--- src/rtl/flyby_dma_pkg.sv ---
package flyby_dma_pkg;

    // Bytes moved by one transfer on the 32-bit data bus.
    localparam int WORD_BYTES = 4;
    // Width of the configuration write data.
    localparam int CFG_W = 32;

    // Control-field bit positions.
    localparam int CTRL_EN_BIT  = 0;
    localparam int CTRL_DIR_BIT = 1;
    localparam int CTRL_CLR_BIT = 2;

    // Global-field bit positions.
    localparam int GLB_RR_BIT   = 0;
    localparam int GLB_MASK_LSB = 4;

    typedef enum logic [1:0] {
        FLD_ADDR   = 2'd0,
        FLD_COUNT  = 2'd1,
        FLD_CTRL   = 2'd2,
        FLD_GLOBAL = 2'd3
    } cfg_field_e;

    typedef enum logic [1:0] {
        ST_IDLE = 2'd0,
        ST_ARB  = 2'd1,
        ST_XFER = 2'd2
    } xfer_state_e;

    // Per-channel flag bundle.
    typedef struct packed {
        logic en;
        logic dir;
        logic done;
    } chan_flags_t;

    // Index width that stays legal for a single channel.
    function automatic int idx_width(input int n);
        return (n > 1) ? $clog2(n) : 1;
    endfunction

endpackage

--- src/rtl/dma_chan_regs.sv ---
module dma_chan_regs
    import flyby_dma_pkg::*;
#(
    parameter int ADDR_W = 32,
    parameter int CNT_W  = 16
) (
    input  logic              clk,
    input  logic              rst,
    input  logic              wr_hit,
    input  cfg_field_e        wr_field,
    input  logic [CFG_W-1:0]  wr_data,
    input  logic              step,
    output logic [ADDR_W-1:0] addr,
    output logic [CNT_W-1:0]  cnt,
    output chan_flags_t       flags
);

    localparam logic [ADDR_W-1:0] ADDR_STEP = ADDR_W'(WORD_BYTES);
    localparam logic [CNT_W-1:0]  CNT_STEP  = CNT_W'(WORD_BYTES);

    always_ff @(posedge clk) begin
        if (rst) begin
            addr  <= '0;
            cnt   <= '0;
            flags <= '0;
        end else begin
            if (wr_hit) begin
                unique case (wr_field)
                    FLD_ADDR:  addr <= ADDR_W'(wr_data);
                    FLD_COUNT: cnt  <= CNT_W'(wr_data);
                    FLD_CTRL: begin
                        flags.en  <= wr_data[CTRL_EN_BIT];
                        flags.dir <= wr_data[CTRL_DIR_BIT];
                        if (wr_data[CTRL_CLR_BIT]) begin
                            flags.done <= 1'b0;
                        end
                    end
                    default: ;
                endcase
            end
            // A transfer update takes precedence over a software write
            // in the same cycle.
            if (step) begin
                addr <= addr + ADDR_STEP;
                if (cnt <= CNT_STEP) begin
                    cnt        <= '0;
                    flags.done <= 1'b1;
                    flags.en   <= 1'b0;
                end else begin
                    cnt <= cnt - CNT_STEP;
                end
            end
        end
    end

endmodule

--- src/rtl/dma_arbiter.sv ---
module dma_arbiter #(
    parameter int NUM_CH = 4,
    parameter int CH_W   = 2
) (
    input  logic              clk,
    input  logic              rst,
    input  logic              rr_mode,
    input  logic [NUM_CH-1:0] elig,
    input  logic              take,
    output logic [CH_W-1:0]   pick,
    output logic              any
);

    localparam logic [CH_W-1:0] LAST_IDX = CH_W'(NUM_CH - 1);

    logic [CH_W-1:0] ptr;

    always_comb begin : pick_logic
        int  j;
        logic found;
        pick  = '0;
        found = 1'b0;
        j     = 0;
        any   = |elig;
        if (!rr_mode) begin
            // Descending scan: the lowest eligible index is written last.
            for (int i = NUM_CH - 1; i >= 0; i--) begin
                if (elig[i]) begin
                    pick = CH_W'(i);
                end
            end
        end else begin
            for (int k = 0; k < NUM_CH; k++) begin
                j = (int'(ptr) + k) % NUM_CH;
                if (!found && elig[j]) begin
                    found = 1'b1;
                    pick  = CH_W'(j);
                end
            end
        end
    end

    // The rotation pointer tracks the channel after the last one picked.
    always_ff @(posedge clk) begin
        if (rst) begin
            ptr <= '0;
        end else if (take) begin
            ptr <= (pick == LAST_IDX) ? '0 : pick + CH_W'(1);
        end
    end

endmodule

--- src/rtl/dma_xfer_fsm.sv ---
module dma_xfer_fsm
    import flyby_dma_pkg::*;
#(
    parameter int NUM_CH = 4,
    parameter int CH_W   = 2
) (
    input  logic              clk,
    input  logic              rst,
    input  logic              any,
    input  logic [CH_W-1:0]   pick,
    input  logic              bus_gnt,
    output xfer_state_e       state,
    output logic [CH_W-1:0]   sel,
    output logic              take,
    output logic [NUM_CH-1:0] step_vec
);

    xfer_state_e state_nx;

    assign take = (state == ST_IDLE) && any;

    always_comb begin
        state_nx = state;
        unique case (state)
            ST_IDLE: if (any)     state_nx = ST_ARB;
            ST_ARB:  if (bus_gnt) state_nx = ST_XFER;
            ST_XFER:              state_nx = ST_IDLE;
            default:              state_nx = ST_IDLE;
        endcase
    end

    always_ff @(posedge clk) begin
        if (rst) begin
            state <= ST_IDLE;
            sel   <= '0;
        end else begin
            state <= state_nx;
            if (take) begin
                sel <= pick;
            end
        end
    end

    always_comb begin
        step_vec = '0;
        if (state == ST_XFER) begin
            step_vec[sel] = 1'b1;
        end
    end

endmodule

--- src/rtl/flyby_dma_ctrl.sv ---
module flyby_dma_ctrl
    import flyby_dma_pkg::*;
#(
    parameter int NUM_CH = 4,
    parameter int ADDR_W = 32,
    parameter int CNT_W  = 16,
    parameter int CH_W   = idx_width(NUM_CH)
) (
    input  logic              clk,
    input  logic              rst,
    input  logic              cfg_wr_en,
    input  logic [CH_W-1:0]   cfg_ch,
    input  logic [1:0]        cfg_field,
    input  logic [CFG_W-1:0]  cfg_wdata,
    input  logic [NUM_CH-1:0] dma_req,
    output logic [NUM_CH-1:0] dma_ack,
    output logic              bus_req,
    input  logic              bus_gnt,
    output logic [ADDR_W-1:0] bus_addr,
    output logic              bus_rd,
    output logic              bus_wr,
    output logic [NUM_CH-1:0] done_flags,
    output logic              irq
);

    cfg_field_e        field;
    logic              rr_mode;
    logic [NUM_CH-1:0] irq_mask;
    logic [NUM_CH-1:0] elig;
    logic [NUM_CH-1:0] step_vec;
    logic [CH_W-1:0]   pick;
    logic [CH_W-1:0]   sel;
    logic              any;
    logic              take;
    xfer_state_e       state;

    logic [ADDR_W-1:0] ch_addr  [NUM_CH];
    logic [CNT_W-1:0]  ch_cnt   [NUM_CH];
    chan_flags_t       ch_flags [NUM_CH];

    assign field = cfg_field_e'(cfg_field);

    // Global settings: arbitration mode and interrupt enables.
    always_ff @(posedge clk) begin
        if (rst) begin
            rr_mode  <= 1'b0;
            irq_mask <= '0;
        end else if (cfg_wr_en && field == FLD_GLOBAL) begin
            rr_mode  <= cfg_wdata[GLB_RR_BIT];
            irq_mask <= cfg_wdata[GLB_MASK_LSB +: NUM_CH];
        end
    end

    for (genvar g = 0; g < NUM_CH; g++) begin : g_chan
        logic hit;
        assign hit = cfg_wr_en && (field != FLD_GLOBAL) && (cfg_ch == CH_W'(g));

        dma_chan_regs #(
            .ADDR_W(ADDR_W),
            .CNT_W (CNT_W)
        ) u_regs (
            .clk     (clk),
            .rst     (rst),
            .wr_hit  (hit),
            .wr_field(field),
            .wr_data (cfg_wdata),
            .step    (step_vec[g]),
            .addr    (ch_addr[g]),
            .cnt     (ch_cnt[g]),
            .flags   (ch_flags[g])
        );

        assign elig[g]       = ch_flags[g].en && dma_req[g] && (ch_cnt[g] != '0);
        assign done_flags[g] = ch_flags[g].done;
    end

    dma_arbiter #(
        .NUM_CH(NUM_CH),
        .CH_W  (CH_W)
    ) u_arb (
        .clk    (clk),
        .rst    (rst),
        .rr_mode(rr_mode),
        .elig   (elig),
        .take   (take),
        .pick   (pick),
        .any    (any)
    );

    dma_xfer_fsm #(
        .NUM_CH(NUM_CH),
        .CH_W  (CH_W)
    ) u_fsm (
        .clk     (clk),
        .rst     (rst),
        .any     (any),
        .pick    (pick),
        .bus_gnt (bus_gnt),
        .state   (state),
        .sel     (sel),
        .take    (take),
        .step_vec(step_vec)
    );

    assign bus_req = (state != ST_IDLE);
    assign dma_ack = step_vec;

    always_comb begin
        bus_addr = '0;
        bus_rd   = 1'b0;
        bus_wr   = 1'b0;
        if (state == ST_XFER) begin
            bus_addr = ch_addr[sel];
            bus_rd   = !ch_flags[sel].dir;
            bus_wr   = ch_flags[sel].dir;
        end
    end

    assign irq = |(done_flags & irq_mask);

endmodule

--- config.mk ---
export PLATFORM = sky130hd
export DESIGN_NAME = flyby_dma_ctrl
export DESIGN_NICKNAME = d
export VERILOG_FILES = /design/src/rtl/flyby_dma_pkg.sv /design/src/rtl/dma_chan_regs.sv /design/src/rtl/dma_arbiter.sv /design/src/rtl/dma_xfer_fsm.sv /design/src/rtl/flyby_dma_ctrl.sv
export SDC_FILE = /design/constraint.sdc
export NUM_CORES = 1
export LEC_CHECK = 0
export ABC_AREA = 1
export CAP_MARGIN = 20
export CORE_ASPECT_RATIO = 0.6
export CORE_UTILIZATION = 35
export DETAILED_ROUTE_END_ITERATION = 7
export PLACE_DENSITY_LB_ADDON = 0.08
export SLEW_MARGIN = 40
export SYNTH_ARGS = -nofsm -noshare
export SYNTH_HDL_FRONTEND = slang
export SYNTH_SLANG_ARGS = --single-unit
--- constraint.sdc ---
create_clock -name clk -period 2.2 [get_ports clk]
set_clock_uncertainty 0.1 [all_clocks]
set_input_delay 0.22 -clock clk [delete_from_list [all_inputs] [get_ports clk]]
set_output_delay 0.22 -clock clk [all_outputs]
set_load 0.05 [all_outputs]
## Yosys cells after proc, flatten, opt, wreduce, memory -nomap -nowiden

Index checks and enable logic that the tools add are counted.
W data, S select, Z words.

| operators by class | value |
|---|---|
| $add $sub $neg | 12 |
| $mul | 0 |
| div/mod/pow operators | 0 |
| order comparisons | 11 |
| eq/ne operators | 12 |
| shift-type cells | 0 |
| muxes and demuxes | 92 |
| bitwise operators | 5 |
| reduce and logical (&&, ||, !) cells | 61 |

Operators with widths:

| cell | number |
|---|---|
| $mux W32 | 12 |
| $mux W16 | 13 |
| $add A32 B3 Y32 const B | 4 |
| $bmux W32 S2 | 1 |
| $le A16 B3 Y1 const B | 4 |
| $reduce_bool A16 Y1 | 4 |
| $sub A16 B3 Y16 const B | 4 |
| $mux W1 | 36 |
| $mux W2 | 14 |
| $reduce_and A2 Y1 | 13 |
| $reduce_bool A2 Y1 | 13 |
| $mux W3 | 8 |
| $logic_and A1 B1 Y1 | 19 |
| $eq A2 B2 Y1 const B | 6 |
| $lt A3 B4 Y1 const B | 3 |
| $bmux W1 S2 | 4 |
| $reduce_or A4 Y1 | 2 |
| $bmux W3 S2 | 1 |
| $eq A2 B1 Y1 const B | 3 |
| $logic_not A2 Y1 | 3 |
| $lt A2 B3 Y1 const B | 2 |
| $reduce_or A2 Y1 | 3 |
| $add A2 B1 Y2 const B | 2 |
| $add A2 B2 Y2 const B | 2 |
| 11 further kinds | 17 |

| storage, ports and cells | value |
|---|---|
| register bits after elaboration | 215 |
| latch bits | 0 |
| RAM bits | 0 |
| ROM bits | 0 |
| word-level logic and storage cells | 218 |
| memories | 0 |

## Logic depth before layout (Yosys ltp)

| depth | value |
|---|---|
| depth after elaboration | 20 |
| gate-level depth with buffers | 18 |
| mapped depth without buffers | 18 |

## Hierarchy

A second synthesis with hierarchy kept.

| second synthesis, totals | value |
|---|---|
| cells, all modules | 2873 |
| area total of the unflattened synthesis | 16664.7 µm² |

Modules (own cells, without submodules):

| module | times used | cells each | area an instance (µm²) | sequential area each (µm²) |
|---|---|---|---|---|
| dma_chan_regs | 4 | 594 | 3515.9 | 1021.0 |
| flyby_dma_ctrl | 1 | 394 | 2015.7 | 100.1 |
| dma_arbiter | 1 | 73 | 389.1 | 40.0 |
| dma_xfer_fsm | 1 | 30 | 196.4 | 80.1 |

## Least setup slack after synthesis

Ideal clock, no wire load.

| timing path | value |
|---|---|
| path kind | register -> output |
| from | register u_fsm.sel[1] |
| to | output port bus_addr[22] |
| arrival | 1.954 ns |
| data required time | 1.880 ns |
| setup slack | -0.074 ns |
| cell stages (with the launch flop) | 9 |
| buffers on the path | 2 |
| cells stage by stage | dfxtp_1 inv_1 nor2_1 inv_1 clkbuf_1 clkbuf_1 o22ai_1 a221oi_1 nor2_1 |

| on the way | value |
|---|---|
| longest elaborated chain between the ends | 5 |

RTL lines:

| item | RTL line | source |
|---|---|---|
| from (decl) | dma_xfer_fsm.sv:13 | `output logic [CH_W-1:0] sel,` |
| from (signal assigned) | dma_xfer_fsm.sv:39 | `sel <= pick;` |
| $not A2 Y3 (not written as such) | flyby_dma_ctrl.sv:113 | `bus_addr = ch_addr[sel];` |
| $bmux W32 S2 | flyby_dma_ctrl.sv:113 |  |
| $mux W32 (not written as such) (2 in a row) | flyby_dma_ctrl.sv:113 |  |
| $mux W32 | flyby_dma_ctrl.sv:112 | `if (state == ST_XFER) begin` |
| to (decl) | flyby_dma_ctrl.sv:19 | `output logic [ADDR_W-1:0] bus_addr,` |

Every way passes these cells. The select of a mux whose other input is x is not followed.

## Final worst setup path

| timing path | value |
|---|---|
| from | register u_fsm.sel[0] |
| to | output port bus_addr[31] |

Same word-level chain as after synthesis.

==> flow_metrics.py <==
metrics = {
    "synthesis": {
        "synth_edf_count": 0,
        "synth_top_cells_by_count": "nand2_1, inv_1, nor2_1",
        "yosysMostFrequentCell": "nand2_1",
        "avgSynthCellArea_um2": 6.628,
        "synth.cell_area_mm2": 0.01397,
        "synth-main-ff-cell": "dfxtp_1",
        "synth_nets": 2168,
        "yosys_warnings": 0,
        "yosysUniqueCellTypes": 53,
        "ys_top_cells_by_area": "dfxtp_1, nand2_1, inv_1, nor2_1, o21ai_0",
        "async_flop_share_pct": 0,
        "synth_seq_cells": 215,
        "synth_cells": 2108,
        "synth.top_cell.area_share_pct": 30.81,
        "synth_top_cell_by_area": "dfxtp_1",
        "seq_area_frac_synth_pct": 30.81,
    },
    "routing": {
        "via_per_inst": 5.480,
        "drc": 0,
        "drt-total-wl_um": 62000,
        "dr_total_vias": 16580,
        "drt_pre_antenna_iters": 5,
        "wl_per_cell_um": 20.49,
        "ant_nets": 0,
        "first_iter_violations": 1753,
    },
    "run": {
        "cap_violations": 0,
    },
    "place": {
        "place.gp.congestion": 0.9486,
        "place_area_mm2": 0.01747,
        "dp_hpwl_um": 44690,
        "io_buffers": 87,
        "preCtsSetupSlack_ns": -0.3449,
    },
    "sta": {
        "worst_slew_pin_slew_ns": 0.6741,
        "fin_crit_ns": 2.390,
        "setup_slack_ns": -0.1895,
        "max-slew-margin-rel_pct": 54.92,
        "finalSetupViolCount": 46,
        "slew_violations": 0,
        "fmax_mhz": 418.5,
        "hold_viol": 0,
        "rsz0062_at_grt": "true",
        "post-route-period-util_pct": 108.6,
    },
    "worst_setup_path": {
        "crit_type": "flop to output port",
        "critPathCaptureType": "output port",
        "cp_max_fo": 7,
        "worstReg2RegStart": "g_chan[1].u_regs.addr[2]",
        "endpoint": "bus_addr[31]",
        "arrival_ns": 2.07,
        "start_kind": "flop",
        "worst_ep_required_time_ns": 1.88,
        "worst-r2r-cell-count": 12,
        "r2r_setup_slack_ns": -0.08,
        "crit_start": "u_fsm.sel[0]",
        "r2r-end": "g_chan[1].u_regs.addr[14]",
    },
    "global_route": {
        "grtUsageTotal_pct": 28.43,
        "antenna_found_initial": 2,
        "grt_max_degree": 86,
        "grt_pass1_vias": 14360,
        "grt_overflow": 0,
        "grt_pass1_wl_um": 87670,
    },
    "clocking": {
        "cts_tree": "yes",
        "path_clk_slew_ns": 0.06,
        "hold_buffers": 0,
        "clock-sinks": 215,
        "cts_root_buf": "clkbuf_16",
        "clock_latency_ns": 0.55,
        "cts_buffers": 24,
        "clockBufferDepth": 3,
        "ctsHtreeMaxLevel": 1,
    },
    "die": {
        "rows": 56,
        "die_w_um": 259.9,
        "pin_count": 88,
        "die_h_um": 156.8,
        "coreArea_mm2": 0.03917,
        "die_area_mm2": 0.04075,
        "initial_utilization_pct": 35.67,
    },
    "layout": {
        "fin_area_mm2": 0.02140,
        "num-fill-cells": 3652,
        "seq_area_mm2": 0.004340,
        "drive_above_1_share_pct": 32.31,
        "nNetsFinal": 2546,
        "diodes": 0,
        "multi_input_area_mm2": 0.009718,
        "area_delta_synth_final_pct": 53.14,
    },
    "worst_hold_path": {
        "min_path_type": "primary input to flop",
        "min_path_cells": 3,
    },
    "status": {
        "outcome": "finished with violations",
        "violations": "setup timing",
    },
    "power_and_ir_drop": {
        "p_leak_nw": 9.000,
        "peakVddDrop_v": 0.0004645,
        "power_density_mw_per_mm2": 443.9,
    },
}
-- kinds of logic (layout without fill, tap and decap cells) --
logic type,after synthesis,in the layout,synth area share [%]
buffers and inverters,381,777,10.71
AOI/OAI and AO/OA,536,536,23.61
and+or+nand+nor,868,868,27.68
adders and majority gates,16,16,1.433
xor gates and xnor gates,92,92,5.767
DFF,215,215,30.81
-- through the flow --
| stage | TNS (ns) | power [mW] | std cells | util [%] | hold WS (ns) |
|---|---|---|---|---|---|
| CTS | -7.268 | 9.384 | 2931 | 48.37 | 0.1401 |
| floorplan | 0 | 4.624 | 2108 | - | 0.2551 |
| global placement | -20.54 | 5.156 | 2869 | 44.59 | 0.3064 |
| finish | -5.081 | 9.498 | 3026 | 54.63 | 0.1570 |
| global route | -11.14 | 9.804 | 3026 | 54.63 | 0.1722 |
| detailed placement | -24.55 | 5.161 | 2869 | 44.59 | 0.3133 |
-- metal layers --
metal	vias up	global-route usage [%]	share of wire (%)	wire [um]
met2	691	36.56	39	24100
met3	61	8.390	10	6447
met4	0	4.342	1.5	907
li1	7917	-	-	-
met1	7913	45.17	49	30540
met5	-	0	0	0
-- layout by cell type, fill, tap and decap left out, types with 54 or more instances in the layout --
cell,netlist,routed
buf_12,0,54
xor2_1,73,72
a21oi_1,120,106
nor2_2,13,55
nand2_1,354,316
o21ai_0,179,138
nor2_1,261,185
nand3_1,96,79
dfxtp_1,215,196
inv_1,262,239
buf_4,9,285
-- state kept, by name, indices dropped and copies added, names as in the netlist --
register,cells
irq_mask,4
u_fsm.sel,2
g_chan.u_regs.cnt,64
u_fsm.state,2
g_chan.u_regs.addr,128
u_arb.ptr,2
rr_mode,1
g_chan.u_regs.flags,12
-- final cells by class --
type	count	share of cell area, %
clock buffers	40	3.655
inverters	276	5.093
flip-flops and latches	215	20.29
clock inverters	4	0.09356
repair buffers	457	22.40
multi-input cells	1512	45.42
well taps	522	3.052
-- worst max-delay path: stages, from the launching register on --
cell       delay [ns]
dfxtp_4          0.38
buf_8            0.14
inv_6            0.04
nor2_4           0.20
buf_12           0.19
buf_8            0.13
a221oi_2         0.05
nor2_1           0.17
clkbuf_16        0.20
-- repair_timing --
action,4_1_cts,5_1_grt
endpoints found under the setup margin,51,159
pin swaps,20,135
gates resized for setup,108,426
cloned,5,13
setup buffers,15,84
-- power by group --
part           leakage (nW)  internal [mW]  switching [mW]
sequential             1.75           3.96          0.0796
clock                 0.402           2.41            1.79
combinational          6.85          0.494           0.765
total                  9.00           6.86            2.64
-- how the worst min path moves through the flow --
stage                                            to  slack [ns]           start
final                     g_chan[0].u_regs.flags[0]        0.16             rst
after CTS                              u_arb.ptr[0]        0.14             rst
after detailed placement             u_fsm.state[1]        0.31  u_fsm.state[1]
after floorplan                      u_fsm.state[1]        0.26         bus_gnt
after global placement               u_fsm.state[1]        0.31  u_fsm.state[1]
after global routing                   u_arb.ptr[0]        0.17             rst
Power figures use the tool's default switching activity.
